==> src/rtl/dacbank_pkg.sv <==
// Shared operation codes and encodings for the converter code bank.
package dacbank_pkg;

    // Operation codes carried by the command strobe.
    typedef enum logic [3:0] {
        OP_NOP     = 4'h0,
        OP_WR_IN   = 4'h1,
        OP_WR_DAC  = 4'h2,
        OP_WR_BOTH = 4'h3,
        OP_COPY    = 4'h4,
        OP_PDSET   = 4'h5,
        OP_SPDSET  = 4'h6
    } op_e;

    // Reported shutdown mode.
    typedef enum logic [1:0] {
        SD_RUN  = 2'b00,
        SD_1K   = 2'b01,
        SD_100K = 2'b10
    } sd_e;

    // Stored software shutdown codes.
    localparam logic [1:0] PD_RUN  = 2'b00;
    localparam logic [1:0] PD_100K = 2'b01;
    localparam logic [1:0] PD_SKIP = 2'b10;
    localparam logic [1:0] PD_1K   = 2'b11;

    // Strap levels.
    localparam logic [1:0] STRAP_LOW  = 2'b00;
    localparam logic [1:0] STRAP_HIGH = 2'b01;

endpackage

==> src/rtl/dacbank_chan.sv <==
// One channel's storage: staging register, live register, shutdown code
// and speed bit. Assumes the strobe and its fields are already qualified
// by this channel's select bit and synchronous to clk.
module dacbank_chan
    import dacbank_pkg::*;
#(
    parameter int DW = 12
) (
    input  logic          clk,
    input  logic          rst_n,
    input  logic [DW-1:0] rst_val,
    input  logic          hit,
    input  logic [3:0]    op,
    input  logic [DW-1:0] data,
    input  logic          ldac_n,
    output logic [DW-1:0] inp_q,
    output logic [DW-1:0] dac_q,
    output logic [1:0]    pd_q,
    output logic          spd_q
);

    logic [DW-1:0] inp_d;
    logic [DW-1:0] dac_d;
    logic [1:0]    pd_d;
    logic          spd_d;

    // Next-state selection for the four stored fields.
    always_comb begin
        inp_d = inp_q;
        dac_d = dac_q;
        pd_d  = pd_q;
        spd_d = spd_q;
        if (hit) begin
            case (op)
                OP_WR_IN:   inp_d = data;
                OP_WR_DAC:  dac_d = data;
                OP_WR_BOTH: begin
                    inp_d = data;
                    dac_d = data;
                end
                OP_COPY:    dac_d = inp_q;
                OP_PDSET:   if (data[1:0] != PD_SKIP) pd_d = data[1:0];
                OP_SPDSET:  spd_d = data[0];
                default:    ;
            endcase
        end
        if (!ldac_n) begin
            dac_d = inp_d;
        end
    end

    // State registers with strap-chosen reset value.
    always_ff @(posedge clk) begin
        if (!rst_n) begin
            inp_q <= rst_val;
            dac_q <= rst_val;
            pd_q  <= PD_RUN;
            spd_q <= 1'b0;
        end else begin
            inp_q <= inp_d;
            dac_q <= dac_d;
            pd_q  <= pd_d;
            spd_q <= spd_d;
        end
    end

    AST_RESET_LOAD: assert property (@(posedge clk) disable iff (!rst_n)
        $rose(rst_n) |-> (inp_q == $past(rst_val)) && (dac_q == $past(rst_val)) && (pd_q == PD_RUN));
    AST_IN_ONLY: assert property (@(posedge clk) disable iff (!rst_n)
        (hit && op == OP_WR_IN && ldac_n) |=> $stable(dac_q));
    AST_BOTH_LOAD: assert property (@(posedge clk) disable iff (!rst_n)
        (hit && op == OP_WR_BOTH) |=> (inp_q == $past(data)) && (dac_q == $past(data)));
    AST_COPY_TAKES: assert property (@(posedge clk) disable iff (!rst_n)
        (hit && op == OP_COPY && ldac_n) |=> dac_q == $past(inp_q));
    AST_LDAC_TRACK: assert property (@(posedge clk) disable iff (!rst_n)
        !ldac_n |=> dac_q == inp_q);
    AST_PD_SKIP: assert property (@(posedge clk) disable iff (!rst_n)
        (hit && op == OP_PDSET && data[1:0] == PD_SKIP) |=> $stable(pd_q));
    AST_IDLE_HOLD: assert property (@(posedge clk) disable iff (!rst_n)
        (!hit && ldac_n) |=> $stable(inp_q) && $stable(dac_q) && $stable(pd_q) && $stable(spd_q));

endmodule

==> src/rtl/dacbank_view.sv <==
// One channel's presentation stage: applies forces and the register
// choice to the code, and resolves shutdown and speed overrides.
// Assumes the control lines are synchronous to clk; the clock and reset
// only qualify the checks.
module dacbank_view
    import dacbank_pkg::*;
#(
    parameter int DW = 12
) (
    input  logic          clk,
    input  logic          rst_n,
    input  logic [DW-1:0] inp_q,
    input  logic [DW-1:0] dac_q,
    input  logic [1:0]    pd_q,
    input  logic          spd_q,
    input  logic          set_n,
    input  logic          mid_n,
    input  logic          clr_n,
    input  logic          tog_sel,
    input  logic          pdl_n,
    input  logic          shdn1k_n,
    input  logic          shdn100k_n,
    input  logic          fast_n,
    output logic [DW-1:0] code,
    output logic [1:0]    sd,
    output logic          fast
);

    localparam logic [DW-1:0] CODE_ZERO = '0;
    localparam logic [DW-1:0] CODE_MID  = {1'b1, {(DW-1){1'b0}}};
    localparam logic [DW-1:0] CODE_FULL = '1;

    // Output code: forces by priority, then register choice.
    always_comb begin
        if (!clr_n)      code = CODE_ZERO;
        else if (!mid_n) code = CODE_MID;
        else if (!set_n) code = CODE_FULL;
        else if (tog_sel) code = dac_q;
        else             code = inp_q;
    end

    // Shutdown mode: hardware lines, then lockout, then stored code.
    always_comb begin
        if (!shdn1k_n)        sd = SD_1K;
        else if (!shdn100k_n) sd = SD_100K;
        else if (!pdl_n)      sd = SD_RUN;
        else begin
            case (pd_q)
                PD_1K:   sd = SD_1K;
                PD_100K: sd = SD_100K;
                default: sd = SD_RUN;
            endcase
        end
    end

    // Settling speed: pin forces fast, else the stored bit.
    always_comb fast = !fast_n || spd_q;

    AST_CLR_WINS: assert property (@(posedge clk) disable iff (!rst_n)
        !clr_n |-> code == CODE_ZERO);
    AST_MID_OVER_SET: assert property (@(posedge clk) disable iff (!rst_n)
        (clr_n && !mid_n) |-> code == CODE_MID);
    AST_TOG_LIVE: assert property (@(posedge clk) disable iff (!rst_n)
        (clr_n && mid_n && set_n && tog_sel) |-> code == dac_q);
    AST_PDL_RUN: assert property (@(posedge clk) disable iff (!rst_n)
        (!pdl_n && shdn1k_n && shdn100k_n) |-> sd == SD_RUN);
    AST_SHDN1K: assert property (@(posedge clk) disable iff (!rst_n)
        !shdn1k_n |-> sd == SD_1K);
    AST_FAST_PIN: assert property (@(posedge clk) disable iff (!rst_n)
        !fast_n |-> fast);

endmodule

==> src/rtl/dual_dac_bank.sv <==
// Top of the converter code bank: decodes the strap into a reset value,
// qualifies the command strobe per channel and replicates storage and
// presentation for each channel. Assumes commands and control lines
// are synchronous to clk.
module dual_dac_bank
    import dacbank_pkg::*;
#(
    parameter int NCH = 2,
    parameter int DW  = 12
) (
    input  logic              clk,
    input  logic              rst_n,
    input  logic [1:0]        strap_lvl,
    input  logic              cmd_valid,
    input  logic [3:0]        cmd_code,
    input  logic [NCH-1:0]    cmd_sel,
    input  logic [DW-1:0]     cmd_data,
    input  logic              ldac_n,
    input  logic              set_n,
    input  logic              mid_n,
    input  logic              clr_n,
    input  logic              tog_sel,
    input  logic              pdl_n,
    input  logic              shdn1k_n,
    input  logic              shdn100k_n,
    input  logic              fast_n,
    output logic [NCH*DW-1:0] out_code,
    output logic [2*NCH-1:0]  sd_mode,
    output logic [NCH-1:0]    fast_en
);

    localparam logic [DW-1:0] RST_ZERO = '0;
    localparam logic [DW-1:0] RST_MID  = {1'b1, {(DW-1){1'b0}}};
    localparam logic [DW-1:0] RST_FULL = '1;

    logic [DW-1:0] rst_val;

    // Strap decode: low, high, or floating (midscale).
    always_comb begin
        case (strap_lvl)
            STRAP_LOW:  rst_val = RST_ZERO;
            STRAP_HIGH: rst_val = RST_FULL;
            default:    rst_val = RST_MID;
        endcase
    end

    for (genvar ch = 0; ch < NCH; ch++) begin : g_ch
        logic [DW-1:0] inp_q;
        logic [DW-1:0] dac_q;
        logic [1:0]    pd_q;
        logic          spd_q;
        logic          hit;

        // Strobe qualified by this channel's select bit.
        always_comb hit = cmd_valid && cmd_sel[ch];

        dacbank_chan #(.DW(DW)) u_chan (
            .clk     (clk),
            .rst_n   (rst_n),
            .rst_val (rst_val),
            .hit     (hit),
            .op      (cmd_code),
            .data    (cmd_data),
            .ldac_n  (ldac_n),
            .inp_q   (inp_q),
            .dac_q   (dac_q),
            .pd_q    (pd_q),
            .spd_q   (spd_q)
        );

        dacbank_view #(.DW(DW)) u_view (
            .clk        (clk),
            .rst_n      (rst_n),
            .inp_q      (inp_q),
            .dac_q      (dac_q),
            .pd_q       (pd_q),
            .spd_q      (spd_q),
            .set_n      (set_n),
            .mid_n      (mid_n),
            .clr_n      (clr_n),
            .tog_sel    (tog_sel),
            .pdl_n      (pdl_n),
            .shdn1k_n   (shdn1k_n),
            .shdn100k_n (shdn100k_n),
            .fast_n     (fast_n),
            .code       (out_code[DW*ch +: DW]),
            .sd         (sd_mode[2*ch +: 2]),
            .fast       (fast_en[ch])
        );
    end

endmodule

==> config.mk <==
export PLATFORM = sky130hd
export DESIGN_NAME = dual_dac_bank
export DESIGN_NICKNAME = d
export VERILOG_FILES = /design/src/rtl/dacbank_pkg.sv /design/src/rtl/dacbank_chan.sv /design/src/rtl/dacbank_view.sv /design/src/rtl/dual_dac_bank.sv
export SDC_FILE = /design/constraint.sdc
export NUM_CORES = 1
export LEC_CHECK = 0
export ABC_AREA = 1
export BUFFER_PORTS_ARGS = -buffer_cell sky130_fd_sc_hd__clkbuf_2
export CORE_MARGIN = 3
export CORE_UTILIZATION = 50
export CTS_CLUSTER_SIZE = 25
export DETAILED_ROUTE_END_ITERATION = 8
export GPL_TIMING_DRIVEN = 0
export HOLD_SLACK_MARGIN = 0.15
export MAX_ROUTING_LAYER = met4
export PLACE_DENSITY = 0.81
export SLEW_MARGIN = 20
export SYNTH_ARGS = -nofsm -noshare
export SYNTH_HDL_FRONTEND = slang
export SYNTH_HIERARCHICAL = 1
export SYNTH_SLANG_ARGS = --single-unit
==> constraint.sdc <==
create_clock -name clk -period 2.4 [get_ports clk]
set_input_delay 0.36 -clock clk [delete_from_list [all_inputs] [get_ports clk]]
set_output_delay 0.36 -clock clk [all_outputs]
set_load 0.005 [all_outputs]
# Yosys cells after proc, flatten, opt, wreduce, memory -nomap -nowiden
# Index checks and enable logic that the tools add are counted.
# W data, S select, Z words.
[classes]
eq_ne = 15
n_mux = 31
n_reduce_logical = 14
[op_table]
columns = ["operator", "count"]
rows = [
  ["$mux W12", 20],
  ["$pmux W12 S2", 3],
  ["$eq A4 B3 Y1 const B", 3],
  ["$mux W2", 6],
  ["$eq A4 B2 Y1 const B", 2],
  ["$pmux W2 S2", 2],
  ["$reduce_and A2 Y1", 4],
  ["$eq A2 B1 Y1 const B", 3],
  ["$ne A3 B2 Y1 const B", 2],
  ["$reduce_and A3 Y1", 2],
  ["$eq A2 B2 Y1 const B", 2],
  ["$eq A4 B1 Y1 const B", 1],
  ["$ne A4 B3 Y1 const B", 1],
  ["$reduce_or A2 Y1", 2],
  ["$logic_and A1 B1 Y1", 2],
  ["$logic_not A2 Y1", 1],
  ["$logic_or A1 B1 Y1", 2],
  ["$ne A2 B2 Y1 const B", 1],
  ["$logic_not A1 Y1", 1],
]
[totals]
regBits = 54
input_bits = 32
out_inout_bits = 30
word_cells = 68

# Depth between registers and ports, before layout
[depth]
depth_word = 6
mapped_depth = 9
ltp_nobuf = 8

# By module
# Netlist, hierarchy kept.
[modules_own_cells]
columns = ["mod", "instances", "cells_per_inst", "area_per_inst_um2", "seq_area_each_um2"]
rows = [
  ["dacbank_chan", 2, 215, 1525.2, 660.6],
  ["dacbank_view", 2, 86, 344.1, 0.0],
  ["dual_dac_bank", 1, 8, 32.5, 0.0],
]

# Worst setup path before layout
# Ideal clock, no wire load.
[synth_timing]
path_kind = "input to register"
startpoint = "input port cmd_valid"
endpoint = "register g_ch[0].u_chan.dac_q[0] (enable)"
setup_ps = 425
arrival_time_ps = 2050
t_required_ps = 1975
slack_ps = -75
path_stages = 4
cell_sequence = "nand2_1 inv_1 nand2_1 o311ai_0"
[synth_via]
elab_chain_len = 3
[synth_rtl]
columns = ["element", "line_no", "rtl"]
rows = [
  ["start: declaration", "dual_dac_bank.sv:14", "input logic cmd_valid,"],
  ["$logic_and A1 B1 Y1", "dual_dac_bank.sv:55", "always_comb hit = cmd_valid && cmd_sel[ch];"],
  ["named net g_ch[0].hit", "dual_dac_bank.sv:52", "logic hit;"],
  ["$ne A3 B2 Y1 (no source line)", "-", ""],
  ["$reduce_and A2 Y1 (no source line)", "-", ""],
  ["end signal: assignment", "dacbank_chan.sv:56", "dac_q <= rst_val;"],
  ["end: declaration", "dacbank_chan.sv:17", "output logic [DW-1:0] dac_q,"],
]
# The timed path passes the listed nets, and every way through them passes these cells.
# A chain may end at the register's enable or synchronous reset.

# Final worst setup path
[layout_timing]
startpoint = "input port ldac_n"
endpoint = "register g_ch[0].u_chan.dac_q[11] (enable)"
[layout_via]
elab_chain_len = 2
[layout_rtl]
columns = ["element", "line_no", "rtl"]
rows = [
  ["start: declaration", "dual_dac_bank.sv:18", "input logic ldac_n,"],
  ["$ne A4 B3 Y1 (no source line) / $ne A3 B2 Y1 (equally long branches)", "-", ""],
  ["$reduce_and A2 Y1 (no source line) (*)", "-", ""],
]
# Every way passes the cells marked *; elsewhere a longest branch is shown, timed or not.

==> results.ini <==
[grt]
track_usage=0.261
grt_pass1_wl_mm=17.6
grt_overflow_total=0
grt_max_degree=23
grt_pass1_vias=3784
antenna_found_initial=0

[detailed_routing]
firstDrtPassIters=5
drt_first_iter_violations=261
post_drt_via_cell_ratio=5.31
vias=4145
drc=0
antenna_left=0
wl_per_cell_um=13.6
routed_wl_mm=10.6

[setup_path]
cp_max_fo=10
crit_type=input pin to flip-flop
cp-end-kind=flip-flop
start_kind=input pin
cp.arrival_ps=1790
required_ps=2470

[timing]
min_period_ps=1720
hold_violations=0
grt_setup_unrepaired=false
fin_worst_skew_ps=2.66
setup_viol=0
maxSlewHeadroom=0.234
fin_tns_setup_ps=0
fmax_mhz=581
maxSlewViolCount=0
fin_ws_ps=677
min_period_over_period=0.718
worst_pin_slew_ps=1150

[placed_design]
dp.cells=772
dpl.hpwl_mm=7.98
routabilityCongestion=0.946
pre_cts_ws_ps=411
io_buffers=61

[synthesis]
yosysWarnings=6
synth_compound_area_frac=0.0139
synth.area.mux_share=0
yosysUniqueCellTypes=20
avgSynthCellArea_um2=6.18
syn_inst=610
syn_nets=642
synth.ff_latch_count=54
yosysSeqAreaShare=0.350
synth_xor_area_frac=0
synth_top_family_by_area=simple AND/OR/NAND/NOR gates
synth_adder_area_share=0
syn_area_um2=3770
synth-simple-area-share=0.486

[flow_run]
maxCapViolCount=0

[clocking]
clkSinkCount=54
clk-insertion-delay-late_ps=310
cts_buffers=5
clk_pin_slew_ps=90
cts_hold_buf=0
cts_buffer_depth=2
clockRootBuffer=clkbuf_8
ctsHtreeMaxLevel=2
cts_resized=0
post_cts_buffers=0
cts_tree=done

[floorplanning]
core_um2=7290
ios=62
start_util=0.517
die_x_um=92.8
rows=31
dieArea_um2=8620
die_h_um=92.8

[final_layout]
antenna_cells=0
nets=712
drive_gt1_frac=0.164
layoutNonFillerInstCount=780
syn_to_final_growth_pct=14.3

[power]
peakVddDrop_mv=0.192
p_per_area_nw_per_um2=482
p_leak_uw=0.00234

[worst_hold_path]
hold_class=input pin to flip-flop

[status]
outcome=finished, final reports clean

==> worst max-delay path: stages <==
cell and delay, ps:
clkbuf_2 120, nand2_1 60, inv_1 120, clkbuf_1 500
o311ai_2 350, buf_4 270
==> report_power, final <==
group / internal [uW] / switching, uW / leakage, uW
clock: 202 / 290 / 0.0000426
sequential: 1050 / 28.2 / 0.000506
combinational: 174 / 330 / 0.00179
total: 1430 / 648 / 0.00234
==> cells by family (layout without fill, tap and decap cells) <==
family | count (synthesis) | after routing
simple gates | 420 | 420
flops | 54 | 54
compound gates | 8 | 8
buf+inv | 128 | 199
==> metal layers <==
metal,GRT usage,wire [um],up-vias
li1,-,-,2076
met1,0.374,4760,1842
met2,0.386,4700,206
met3,0.0236,906,21
met4,0.0904,262,0
met5,-,0,-
==> final timing paths <==
path | from | slack [ps] | to | cells after the start
min | strap_lvl[0] | 440 | g_ch[1].u_chan/inp_q[11] | 5
max reg2reg | g_ch[0].u_chan/inp_q[1] | 1440 | g_ch[0].u_chan/dac_q[1] | 4
max | ldac_n | 680 | g_ch[0].u_chan/dac_q[11] | 6
min reg2reg | g_ch[1].u_chan/spd_q | 490 | g_ch[1].u_chan/spd_q | 2
==> metrics by stage <==
stage / power, uW / utilization / cell area, um^2 / hold WS, ps
after detailed placement: 1600 / 0.580 / 4230 / 464
after global routing: 2200 / 0.591 / 4310 / 460
after floorplan: 1430 / - / 3770 / 440
after global placement: 1580 / 0.576 / 4200 / 466
after CTS: 2080 / 0.591 / 4310 / 430
final: 2080 / 0.591 / 4310 / 437
==> cell type report <==
class | instances | area [um^2]
Timing Repair Buffer | 63 | 320
Fill cell | 748 | 2980
Clock inverter | 2 | 8.76
Inverter | 96 | 360
Tap cell | 99 | 124
Multi-Input combinational cell | 428 | 1900
Clock buffer | 6 | 72.6
Sequential cell | 54 | 1320
Buffer | 32 | 205
==> flip-flops by register name (all words and copies together) (netlist names) <==
register and count:
g_ch.u_chan/dac_q 24, g_ch.u_chan/inp_q 24, g_ch.u_chan/pd_q 4, g_ch.u_chan/spd_q 2
==> cell usage after synthesis (all sizes together) <==
| cell | n | area, um^2 |
|---|---|---|
| edfxtp | 24 | 721 |
| a21oi | 2 | 10.0 |
| nand3 | 132 | 661 |
| o311ai | 2 | 17.5 |
| a21boi | 2 | 15.0 |
| dfxtp | 30 | 601 |
| buf | 26 | 183 |
| nor2 | 85 | 332 |
| nor3 | 2 | 10.0 |
| and2 | 2 | 12.5 |
| nand2 | 175 | 667 |
| o21ai | 2 | 10.0 |
| inv | 96 | 360 |
| clkbuf | 6 | 22.5 |
| nand4 | 24 | 150 |
==> cell usage in the layout, fill, tap and decap left out <==
cell type	n
a21boi_0	2
a21oi_1	2
and2_1	2
buf_2	14
buf_4	8
buf_6	6
clkbuf_1	7
clkbuf_2	61
clkbuf_8	5
clkinv_1	1
clkinv_2	1
dfxtp_1	30
edfxtp_1	24
inv_1	90
inv_2	6
nand2_1	171
nand2_2	4
nand3_1	132
nand4_1	24
nor2_1	80
nor2_2	5
nor3_1	2
o21ai_0	2
o311ai_2	2
Note: power is estimated with default switching activity, not from simulation.
